## src/rtl/can_irq_pkg.sv

```systemverilog
package can_irq_pkg;
    localparam int unsigned NBITS = 15;
    localparam int unsigned AW    = 2;

    typedef logic [NBITS-1:0] irq_vec_t;

    typedef enum logic [AW-1:0] {
        ADDR_STAT = 2'd0,
        ADDR_ENAB = 2'd1,
        ADDR_CLR  = 2'd2,
        ADDR_NONE = 2'd3
    } reg_addr_e;

    localparam int unsigned B_ARB   = 0;
    localparam int unsigned B_TXD   = 1;
    localparam int unsigned B_TXF   = 2;
    localparam int unsigned B_HPF   = 3;
    localparam int unsigned B_RXD   = 4;
    localparam int unsigned B_UNF   = 5;
    localparam int unsigned B_OVF   = 6;
    localparam int unsigned B_RXNE  = 7;
    localparam int unsigned B_ERR   = 8;
    localparam int unsigned B_BOFF  = 9;
    localparam int unsigned B_SLPI  = 10;
    localparam int unsigned B_SLPO  = 11;
    localparam int unsigned B_RXWM  = 12;
    localparam int unsigned B_TXWM  = 13;
    localparam int unsigned B_TXE   = 14;

    // Bits wiped while the core is disabled
    localparam irq_vec_t CORE_CLR_MASK = irq_vec_t'((1 << B_ARB) | (1 << B_TXD) |
        (1 << B_RXD) | (1 << B_OVF) | (1 << B_ERR) | (1 << B_BOFF) |
        (1 << B_SLPI) | (1 << B_SLPO));
endpackage

```

## src/rtl/can_irq_setgen.sv

```systemverilog
module can_irq_setgen
    import can_irq_pkg::*;
#(
    parameter int unsigned CNT_W = 7,
    parameter int unsigned NERR  = 5
) (
    input  logic             arb_lost_p,
    input  logic             tx_done_p,
    input  logic             rx_done_p,
    input  logic             rx_ovf_p,
    input  logic             bus_off_p,
    input  logic             sleep_in_p,
    input  logic             sleep_out_p,
    input  logic [NERR-1:0]  err_src,
    input  logic             tx_fifo_full,
    input  logic             tx_hp_full,
    input  logic             tx_fifo_empty,
    input  logic             rx_pop,
    input  logic [CNT_W-1:0] rx_count,
    input  logic [CNT_W-1:0] rx_wmark,
    input  logic [CNT_W-1:0] tx_free,
    input  logic [CNT_W-1:0] tx_wmark,
    output irq_vec_t         set_vec
);
    logic rx_empty;
    assign rx_empty = (rx_count == '0);

    always_comb begin
        set_vec         = '0;
        set_vec[B_ARB]  = arb_lost_p;
        set_vec[B_TXD]  = tx_done_p;
        set_vec[B_TXF]  = tx_fifo_full;
        set_vec[B_HPF]  = tx_hp_full;
        set_vec[B_RXD]  = rx_done_p;
        set_vec[B_UNF]  = rx_pop && rx_empty;
        set_vec[B_OVF]  = rx_ovf_p;
        set_vec[B_RXNE] = !rx_empty;
        set_vec[B_ERR]  = |err_src;
        set_vec[B_BOFF] = bus_off_p;
        set_vec[B_SLPI] = sleep_in_p;
        set_vec[B_SLPO] = sleep_out_p;
        set_vec[B_RXWM] = rx_count > rx_wmark;
        set_vec[B_TXWM] = tx_free > tx_wmark;
        set_vec[B_TXE]  = tx_fifo_empty;
    end
endmodule

```

## src/rtl/can_irq_stat.sv

```systemverilog
module can_irq_stat
    import can_irq_pkg::*;
(
    input  logic     clk,
    input  logic     rst,
    input  logic     core_en,
    input  irq_vec_t set_vec,
    input  irq_vec_t clr_vec,
    output irq_vec_t stat_q
);
    for (genvar i = 0; i < NBITS; i++) begin : g_bit
        logic nxt;
        always_comb begin
            if (CORE_CLR_MASK[i] && !core_en) nxt = 1'b0;
            else                              nxt = set_vec[i] | (stat_q[i] & ~clr_vec[i]);
        end

        always_ff @(posedge clk) begin
            if (rst) stat_q[i] <= 1'b0;
            else     stat_q[i] <= nxt;
        end


        sticky_hold_chk: assert property (@(posedge clk) disable iff (rst)
            (stat_q[i] && !clr_vec[i] && (core_en || !CORE_CLR_MASK[i])) |=> stat_q[i]);


        set_wins_chk: assert property (@(posedge clk) disable iff (rst)
            (set_vec[i] && (core_en || !CORE_CLR_MASK[i])) |=> stat_q[i]);
    end


    core_wipe_chk: assert property (@(posedge clk) disable iff (rst)
        !core_en |=> ((stat_q & CORE_CLR_MASK) == '0));
endmodule

```

## src/rtl/can_irq_regs.sv

```systemverilog
module can_irq_regs
    import can_irq_pkg::*;
(
    input  logic          clk,
    input  logic          rst,
    input  logic          bus_sel,
    input  logic          bus_wr,
    input  logic [AW-1:0] bus_addr,
    input  irq_vec_t      bus_wdata,
    input  irq_vec_t      stat_q,
    output irq_vec_t      enab_q,
    output irq_vec_t      clr_vec,
    output irq_vec_t      bus_rdata
);
    reg_addr_e addr;
    logic      wr_en;

    assign addr  = reg_addr_e'(bus_addr);
    assign wr_en = bus_sel && bus_wr;

    always_ff @(posedge clk) begin
        if (rst)                             enab_q <= '0;
        else if (wr_en && addr == ADDR_ENAB) enab_q <= bus_wdata;
    end

    assign clr_vec = (wr_en && addr == ADDR_CLR) ? bus_wdata : '0;

    always_comb begin
        unique case (addr)
            ADDR_STAT: bus_rdata = stat_q;
            ADDR_ENAB: bus_rdata = enab_q;
            ADDR_CLR:  bus_rdata = '0;
            ADDR_NONE: bus_rdata = '0;
            default:   bus_rdata = '0;
        endcase
    end


    enab_hold_chk: assert property (@(posedge clk) disable iff (rst)
        !(wr_en && addr == ADDR_ENAB) |=> $stable(enab_q));
endmodule

```

## src/rtl/can_irq_status.sv

```systemverilog
module can_irq_status
    import can_irq_pkg::*;
#(
    parameter int unsigned CNT_W = 7
) (
    input  logic             clk,
    input  logic             rst,
    input  logic             core_en,
    input  logic             arb_lost_p,
    input  logic             tx_done_p,
    input  logic             rx_done_p,
    input  logic             rx_ovf_p,
    input  logic             bus_off_p,
    input  logic             sleep_in_p,
    input  logic             sleep_out_p,
    input  logic [4:0]       err_src,
    input  logic             tx_fifo_full,
    input  logic             tx_hp_full,
    input  logic             tx_fifo_empty,
    input  logic             rx_pop,
    input  logic [CNT_W-1:0] rx_count,
    input  logic [CNT_W-1:0] rx_wmark,
    input  logic [CNT_W-1:0] tx_free,
    input  logic [CNT_W-1:0] tx_wmark,
    input  logic             bus_sel,
    input  logic             bus_wr,
    input  logic [1:0]       bus_addr,
    input  logic [14:0]      bus_wdata,
    output logic [14:0]      bus_rdata,
    output logic             irq
);
    irq_vec_t set_vec, clr_vec, stat_q, enab_q;

    can_irq_setgen #(.CNT_W(CNT_W), .NERR(5)) u_setgen (
        .arb_lost_p(arb_lost_p), .tx_done_p(tx_done_p), .rx_done_p(rx_done_p),
        .rx_ovf_p(rx_ovf_p), .bus_off_p(bus_off_p), .sleep_in_p(sleep_in_p),
        .sleep_out_p(sleep_out_p), .err_src(err_src), .tx_fifo_full(tx_fifo_full),
        .tx_hp_full(tx_hp_full), .tx_fifo_empty(tx_fifo_empty), .rx_pop(rx_pop),
        .rx_count(rx_count), .rx_wmark(rx_wmark), .tx_free(tx_free),
        .tx_wmark(tx_wmark), .set_vec(set_vec)
    );

    can_irq_stat u_stat (
        .clk(clk), .rst(rst), .core_en(core_en),
        .set_vec(set_vec), .clr_vec(clr_vec), .stat_q(stat_q)
    );

    can_irq_regs u_regs (
        .clk(clk), .rst(rst), .bus_sel(bus_sel), .bus_wr(bus_wr),
        .bus_addr(bus_addr), .bus_wdata(bus_wdata), .stat_q(stat_q),
        .enab_q(enab_q), .clr_vec(clr_vec), .bus_rdata(bus_rdata)
    );

    assign irq = |(stat_q & enab_q);


    reset_zero_chk: assert property (@(posedge clk)
        rst |=> (stat_q == '0 && enab_q == '0 && !irq));


    underflow_set_chk: assert property (@(posedge clk) disable iff (rst)
        (rx_pop && rx_count == '0 && core_en) |=> stat_q[B_UNF]);
endmodule

```

## config.mk

```make
export PLATFORM = sky130hd
export DESIGN_NAME = can_irq_status
export DESIGN_NICKNAME = d
export VERILOG_FILES = /design/src/rtl/can_irq_pkg.sv /design/src/rtl/can_irq_setgen.sv /design/src/rtl/can_irq_stat.sv /design/src/rtl/can_irq_regs.sv /design/src/rtl/can_irq_status.sv
export SDC_FILE = /design/constraint.sdc
export NUM_CORES = 1
export LEC_CHECK = 0
export ABC_AREA = 1
export BUFFER_PORTS_ARGS = -buffer_cell sky130_fd_sc_hd__buf_2
export CAP_MARGIN = 20
export CORE_MARGIN = 5
export CORE_UTILIZATION = 45
export CTS_CLUSTER_SIZE = 14
export DETAILED_ROUTE_END_ITERATION = 7
export GPL_TIMING_DRIVEN = 0
export PLACE_DENSITY = 0.85
export SLEW_MARGIN = 5
export SYNTH_ARGS = -nofsm -noshare
export SYNTH_HDL_FRONTEND = slang
export SYNTH_HIERARCHICAL = 1
export SYNTH_SLANG_ARGS = --single-unit
export TNS_END_PERCENT = 50
```

## constraint.sdc

```tcl
create_clock -name clk -period 0.9 [get_ports clk]
set_input_delay 0.09 -clock clk [delete_from_list [all_inputs] [get_ports clk]]
set_output_delay 0.09 -clock clk [all_outputs]
set_load 0.005 [all_outputs]
```

# Word level (Yosys, flattened, before mapping)
# Cells that the tools add are included.
# Widths: inputs -> output; s select.
# classes
n_lt_le_gt_ge	2
n_eq_ne	3
mux	2
n_bitwise	47
reduce_logical	11
# op_table
op	count
$pmux 15 s3	1
$not 1->1	16
$and 1x1->1	15
$and 15x15->15	1
$mux 15	1
$or 1x1->1	15
$reduce_or 15->1	1
$gt 7x7->1	2
$logic_not 7->1	1
$reduce_or 5->1	1
$eq 2x2->1 const B	2
$logic_and 1x1->1	4
$reduce_or 2->1	2
$eq 2x1->1 const B	1
$logic_not 2->1	1
$logic_not 1->1	1
# totals
reg_bits	30
input_bits	66

# Depth between registers and ports, before layout
# Gate-level depths: netlist (run 1).
# logic_depth
ltp_word	6
ltp_mapped	8
ltp_nobuf	8

# Hierarchy
# The synthesis (run 1) kept the hierarchy.
# by_module_without_submodules
mod	n_inst	cells_each	area_each_um2	seq_area_each_um2
can_irq_regs	1	168	979.7	300.3
can_irq_stat	1	78	605.6	300.3
can_irq_setgen	1	83	513.0	0.0
can_irq_status	1	34	128.9	0.0

# Worst setup path after synthesis (run 1)
# Ideal clock, no wire load.
# synth_path
path_kind	input-to-reg
startpoint	input bus_sel
endpoint	register u_stat.stat_q[10]
t_arrival_ns	0.831
t_required_ns	0.783
path_slack_ns	-0.048
cell_stages	8
n_path_buf	1
path_cell_list	nand2_1 > inv_2 > nand3_4 > buf_6 > nor2_1 > inv_1 > nand2_1 > a21oi_2
# synth_via
elab_chain_cells	6
# synth_rtl
element	line_no	rtl
start, declared	can_irq_status.sv:25	input logic bus_sel,
$logic_and 1x1->1	can_irq_regs.sv:19	assign wr_en = bus_sel && bus_wr;
$logic_and 1x1->1	can_irq_regs.sv:26	assign clr_vec = (wr_en && addr == ADDR_CLR) ? bus_wdata : '0;
$mux 15	can_irq_regs.sv:26	
named net clr_vec[10]	can_irq_status.sv:32	irq_vec_t set_vec, clr_vec, stat_q, enab_q;
$not 1->1	can_irq_stat.sv:15	else nxt = set_vec[i] | (stat_q[i] & ~clr_vec[i]);
$and 1x1->1	can_irq_stat.sv:15	
$or 1x1->1	can_irq_stat.sv:15	
end signal, assigned by index	can_irq_stat.sv:20	else stat_q[i] <= nxt;
end, declared	can_irq_stat.sv:9	output irq_vec_t stat_q
# The timed path passes the listed nets, and every way through them passes these cells.
# A chain may end at the register's enable or synchronous reset.

# Final worst setup path (run 1)
# layout_path
startpoint	register u_stat.stat_q[10]
endpoint	output irq
# layout_via
elab_chain_cells	2
# layout_rtl
element	line_no	rtl
$and 15x15->15	can_irq_status.sv:54	assign irq = |(stat_q & enab_q);
$reduce_or 15->1	can_irq_status.sv:54	
end, declared	can_irq_status.sv:30	output logic irq
# Every way passes these cells.

==> results of run 1 <==
worst paths after layout:
| kind | end | cells after the start | start |
|---|---|---|---|
| max | irq | 7 | u_stat/stat_q[10]$_SDFF_PP0_ |
| min | u_stat/stat_q[9]$_SDFF_PP0_ | 3 | bus_off_p |
| max reg2reg | u_regs/enab_q[1]$_SDFFE_PP0P_ | 3 | u_regs/enab_q[1]$_SDFFE_PP0P_ |
| min reg2reg | u_stat/stat_q[9]$_SDFF_PP0_ | 2 | u_stat/stat_q[9]$_SDFF_PP0_ |
per-stage QoR:
step | worst slack, ps | power [mW] | TNS [ps] | area (µm²) | util
final | -332 | 3.43 | -1760 | 3090 | 0.649
after global routing | -401 | 3.62 | -2550 | 3090 | 0.649
after CTS | -297 | 3.31 | -1600 | 2880 | 0.605
after detailed placement | -322 | 2.17 | -6990 | 2670 | 0.561
after global placement | -318 | 2.15 | -6610 | 2670 | 0.561
after floorplan | -29.9 | 1.91 | -57.0 | 2230 | -
logic make-up after synthesis:
logic type,count (synthesis)
flops,30
compound gates,21
buf+inv,97
simple gates,201
fa+ha+maj,14
state kept, by name (all words and copies together) (netlist names):
signal,cells
u_regs/enab_q,15
u_stat/stat_q,15
metal layers:
metal | up-vias | share of wire
met2 | 119 | 0.51
met4 | 0 | 0.042
met5 | - | 0
li1 | 1249 | -
met1 | 1108 | 0.37
met3 | 32 | 0.077
cells in the mapped netlist (all sizes together):
library cell / n
dfxtp: 30
ha: 14
nor2: 55
clkinv: 1
nand2: 105
clkbuf: 1
inv: 76
nor3: 4
nand3b: 2
a21oi: 21
nand3: 35
buf: 19
power breakdown:
group | switching [mW] | internal, mW
sequential | 0.0538 | 1.40
clock | 0.494 | 0.615
combinational | 0.462 | 0.404
total | 1.01 | 2.42
area by class of cell:
type                            count  area [µm²]  area share
Buffer                             20         180      0.0584
Clock inverter                      1        5.00     0.00162
Multi-Input combinational cell    236        1320       0.428
Inverter                           77         302      0.0977
Timing Repair Buffer               81         475       0.154
Sequential cell                    30         634       0.206
Clock buffer                        7        86.3      0.0280
Tap cell                           67        83.8      0.0272
worst max-delay path: stages, from the launching register on:
cell     delay (ps)
dfxtp_2         330
nand2_1          70
nand2_1          60
inv_1            50
nand2_1          50
nor2_1          100
nand2_1          70
buf_2           120
cells in the final DEF (no fill, tap or decap), types with 13 or more instances in the layout:
| master | netlist | final |
|---|---|---|
| nand2_1 | 102 | 91 |
| dfxtp_2 | 0 | 27 |
| buf_4 | 12 | 16 |
| buf_6 | 4 | 13 |
| nand3_1 | 33 | 22 |
| inv_1 | 73 | 73 |
| buf_2 | 2 | 69 |
| nand2_2 | 2 | 13 |
| nor2_1 | 51 | 51 |
timing repair:
item                                   CTS  global route
endpoints found under the hold margin    0             0
pin swaps                               15            14
resized for setup                       35            41
hold buffers                             0             0
setup buffers                            5             3
setup endpoints to repair               16            23
gates cloned                             0             2
==> impl_metrics.ini, run 1 <==
[synthesis]
yosys.area_share.simple = 0.390
synth_seq_area_share = 0.270
post_synth_xor_area_fraction = 0
synth_fp_nets = 443
synth.area.mux_share = 0
ys_seq_elements = 30
synth.distinct_cells = 24
synth_top_family_by_area = simple AND/OR/NAND/NOR gates
syn_area_mm2 = 0.00223
ys.warnings.count = 6
yosysTopAreaCell = dfxtp_1
synthAdderAreaFrac = 0.0787
synth_top_cells_by_area = dfxtp_1, nand2_1, inv_1, nor2_1, ha_1
syn_avg_cell_area_um2 = 6.14
synth_top_area_frac = 0.270
synthesis.instances = 363
synth_compound_area_frac = 0.0607

[cts]
clock-sinks = 30
clkTransAtPathRegs_ps = 60
cts-root-buf = clkbuf_8
numCtsBuffers = 5
cts_tree = built
clock_latency_ps = 280
htreeDepth = 2
clockBufferDepth = 2

[worst_setup_path]
path_max_fanout = 3
path_class = reg2out
worst_setup_path_end_kind = primary output
crit_arrival_ps = 1140
regToRegSetupSlack_ps = 180
startpoint_type = register
required_ps = 810

[placed_design]
place.gp.congestion = 0.883
hpwlAfterDp_mm = 4.44
port_buffers = 71
dp_cells = 501

[timing]
fin_crit_sh = 1.37
timing.slew.headroom = 0.656
holdWs_ps = 49.7
slew_violations = 0
fin_skew_ps = 0
max_freq_mhz = 812
tightest_slew_ps = 515
hold_viol_final = 0
fin_ws_ps = -332
setup_violations = 16
grt_setup_unrepaired = yes
fin_crit_ps = 1230

[cells_and_area]
area_growth_pct = 38.6
diodes = 0
fillCellCount = 416
fin_nets = 531
drive_gt1_frac = 0.409
finalNonFillerCells = 519

[floorplanning]
die_y_um = 80.4
start_util = 0.468
die_area_mm2 = 0.00646
die_x_um = 80.4
core.rowCount = 25
fp.coreArea_mm2 = 0.00475
pin_count = 82

[pwr]
power.density_mw_per_mm2 = 1110
ir_drop_uv = 601
power_leakage_nw = 1.70

[global_route]
grt_use_met1 = 0.207
grt_first_pass_wirelength_mm = 9.94
top_usage_layer = met2
track_usage = 0.194
grt-ovfl-total = 0
met2_usage = 0.351
grt_pass1_vias = 2422
grtUsageMet3 = 0.0527
grt_max_degree = 11
antenna_found_initial = 0

[routing]
drtIter0Drc = 175
drcViolationCount = 0
dr.pass1.iters = 4
routed_wl_mm = 6.79
viasPerCell = 4.83
wl_per_cell_um = 13.1
num_vias = 2508
final_antenna_net_count = 0

[worst_hold_path]
min_path_type = in2reg

[run_status]
outcome = complete, but fails checks
violations = setup timing

[run]
maxCapViolations = 0
No activity file was read; power rests on OpenSTA's default activity.
==> run 2: changes to the inputs <==
- CTS_BUF_LIST: default -> sky130_fd_sc_hd__clkbuf_16
- PLACE_DENSITY: 0.85 -> 0.77
==> impl_metrics.ini, run 2 (synthesis results as in run 1) <==
[cells_and_area]
final_common_cell = nand2_1
fin_nets = 532
finalNonFillerCells = 520
top_regs = u_regs/enab_q: 15 flops, u_stat/stat_q: 15 flops
drive_gt1_frac = 0.393
area_growth_pct = 37.6
utilization = 0.644
final_cell_mix = nand2_1, inv_1, buf_2, nor2_1
diodes = 0

[worst_hold_path]
worstHoldPathCells = 3
min_path_type = in2reg
hold_start = sleep_in_p
hold-path-endpoint = u_stat/stat_q[10]$_SDFF_PP0_

[floorplanning]
fp.coreArea_mm2 = 0.00475
pin_count = 82
core.rowCount = 25
start_util = 0.468
die_y_um = 80.4
die_x_um = 80.4
die_area_mm2 = 0.00646

[placed_design]
hpwlAfterDp_mm = 4.33
dp_cells = 501
place.gp.congestion = 0.836
port_buffers = 71

[timing]
slew_violations = 0
fin_ws_ps = -338
hold_viol_final = 0
max_freq_mhz = 807
grt_setup_unrepaired = yes
setup_violations = 16
tightest_slew_ps = 239
timing.slew.headroom = 0.841
fin_crit_sh = 1.38
fin_skew_ps = 0
fin_crit_ps = 1240

[worst_setup_path]
worst_setup_path_end_kind = primary output
path_max_fanout = 3
rr_startpoint = u_stat/stat_q[10]$_SDFF_PP0_
reg2reg_depth = 4
crit_start = u_stat/stat_q[9]$_SDFF_PP0_
crit_arrival_ps = 1150
startpoint_type = register
path_class = reg2out
required_ps = 810
r2r_end = u_stat/stat_q[10]$_SDFF_PP0_
regToRegSetupSlack_ps = 110

[cts]
numCtsBuffers = 5
clkTransAtPathRegs_ps = 50
clock-sinks = 30
htreeDepth = 2
cts-root-buf = clkbuf_16
clock_latency_ps = 270
clockBufferDepth = 2
cts_tree = built

[run_status]
outcome = complete, but fails checks
violations = setup timing

[pwr]
power_leakage_nw = 1.72
p_seq_frac = 0.383
ir_drop_uv = 1310
clkPwrFrac = 0.404
power.density_mw_per_mm2 = 1240
p_sw_mw = 1.03
combPwrFrac = 0.213
internal_power_mw = 2.79
p_sw_frac = 0.270

[routing]
wl_per_cell_um = 11.6
routed_wl_mm = 6.06
drt-met1-wl_mm = 2.37
final_antenna_net_count = 0
dr.pass1.iters = 4
wl_met2_mm = 3.12
drcViolationCount = 0
num_vias = 2406
viasPerCell = 4.63
top_layer_used = met4
drtIter0Drc = 258
met3WireLength_um = 491

[global_route]
antenna_found_initial = 0
grt-ovfl-total = 0
grt_pass1_vias = 2199
grt_max_degree = 11
track_usage = 0.183
grt_first_pass_wirelength_mm = 9.33

[run]
maxCapViolations = 0
==> run 2: cell types whose count changed in the layout (fill, tap and decap cells not counted), moves of 2 or more <==
cell	change
buf_2	+2
clkbuf_1	-2
clkbuf_16	+4
clkbuf_8	-6
dfxtp_1	+5
dfxtp_2	-5
ha_1	+3
ha_4	-3
inv_4	+2
==> run 2: final cells by class <==
| cell class | count | area, µm² |
|---|---|---|
| clock buffers | 5 | 125 |
| repair buffers | 82 | 457 |
| inverters | 77 | 302 |
| well taps | 67 | 83.8 |
| plain buffers | 20 | 178 |
| multi-input cells | 236 | 1280 |
| flip-flops and latches | 30 | 628 |
| fillers | 457 | 1690 |
| clock inverters | 3 | 12.5 |
==> run 2: metrics by stage <==
| step | setup WS, ps | hold WS, ps | TNS [ps] | instance area [µm²] | power [mW] |
|---|---|---|---|---|---|
| 2_1_floorplan | -29.9 | 285 | -57.0 | 2230 | 1.91 |
| 3_3_place_gp | -322 | 343 | -6770 | 2670 | 2.15 |
| 3_5_place_dp | -347 | 349 | -6970 | 2670 | 2.17 |
| 4_1_cts | -304 | 58.6 | -1290 | 2890 | 3.75 |
| 5_1_grt | -406 | 62.4 | -2380 | 3060 | 4.01 |
| 6_report | -338 | 63.8 | -1670 | 3060 | 3.81 |
==> run 2: critical path, cell delays in order, from the launching register on <==
cell	delay [ps]
dfxtp_2	340
nand2_1	70
nand2_1	50
inv_1	70
nand2_2	60
nor2_2	90
nand2_1	80
buf_2	130
==> run 2: worst max path at each step <==
| stage | slack [ps] | endpoint |
|---|---|---|
| final | -340 | irq |
| after global routing | -410 | irq |
| after CTS | -300 | irq |
| after detailed placement | -350 | bus_rdata[9] |
| after global placement | -320 | bus_rdata[9] |
| after floorplan | -30 | u_stat/stat_q[12]$_SDFF_PP0_ |
==> run 2: routing by layer <==
metal  track usage  vias to the layer above
li1              -                     1253
met1         0.219                     1051
met2         0.317                       94
met3        0.0348                        8
met4        0.0760                        0
met5             0                        -
==> run 2: power groups by stage <==
stage / Sequential, mW / Combinational [mW] / Clock, mW
after floorplan: 1.46 / 0.449 / 0
after detailed placement: 1.47 / 0.703 / 0
after CTS: 1.45 / 0.738 / 1.56
after global placement: 1.47 / 0.684 / 0
final: 1.46 / 0.812 / 1.54
after global routing: 1.47 / 0.915 / 1.63
==> run 2: repair_timing <==
item	CTS	global route
pin swaps	13	19
endpoints found under the setup margin	16	26
setup buffers	2	10
resized for setup	31	36
hold buffers	0	0
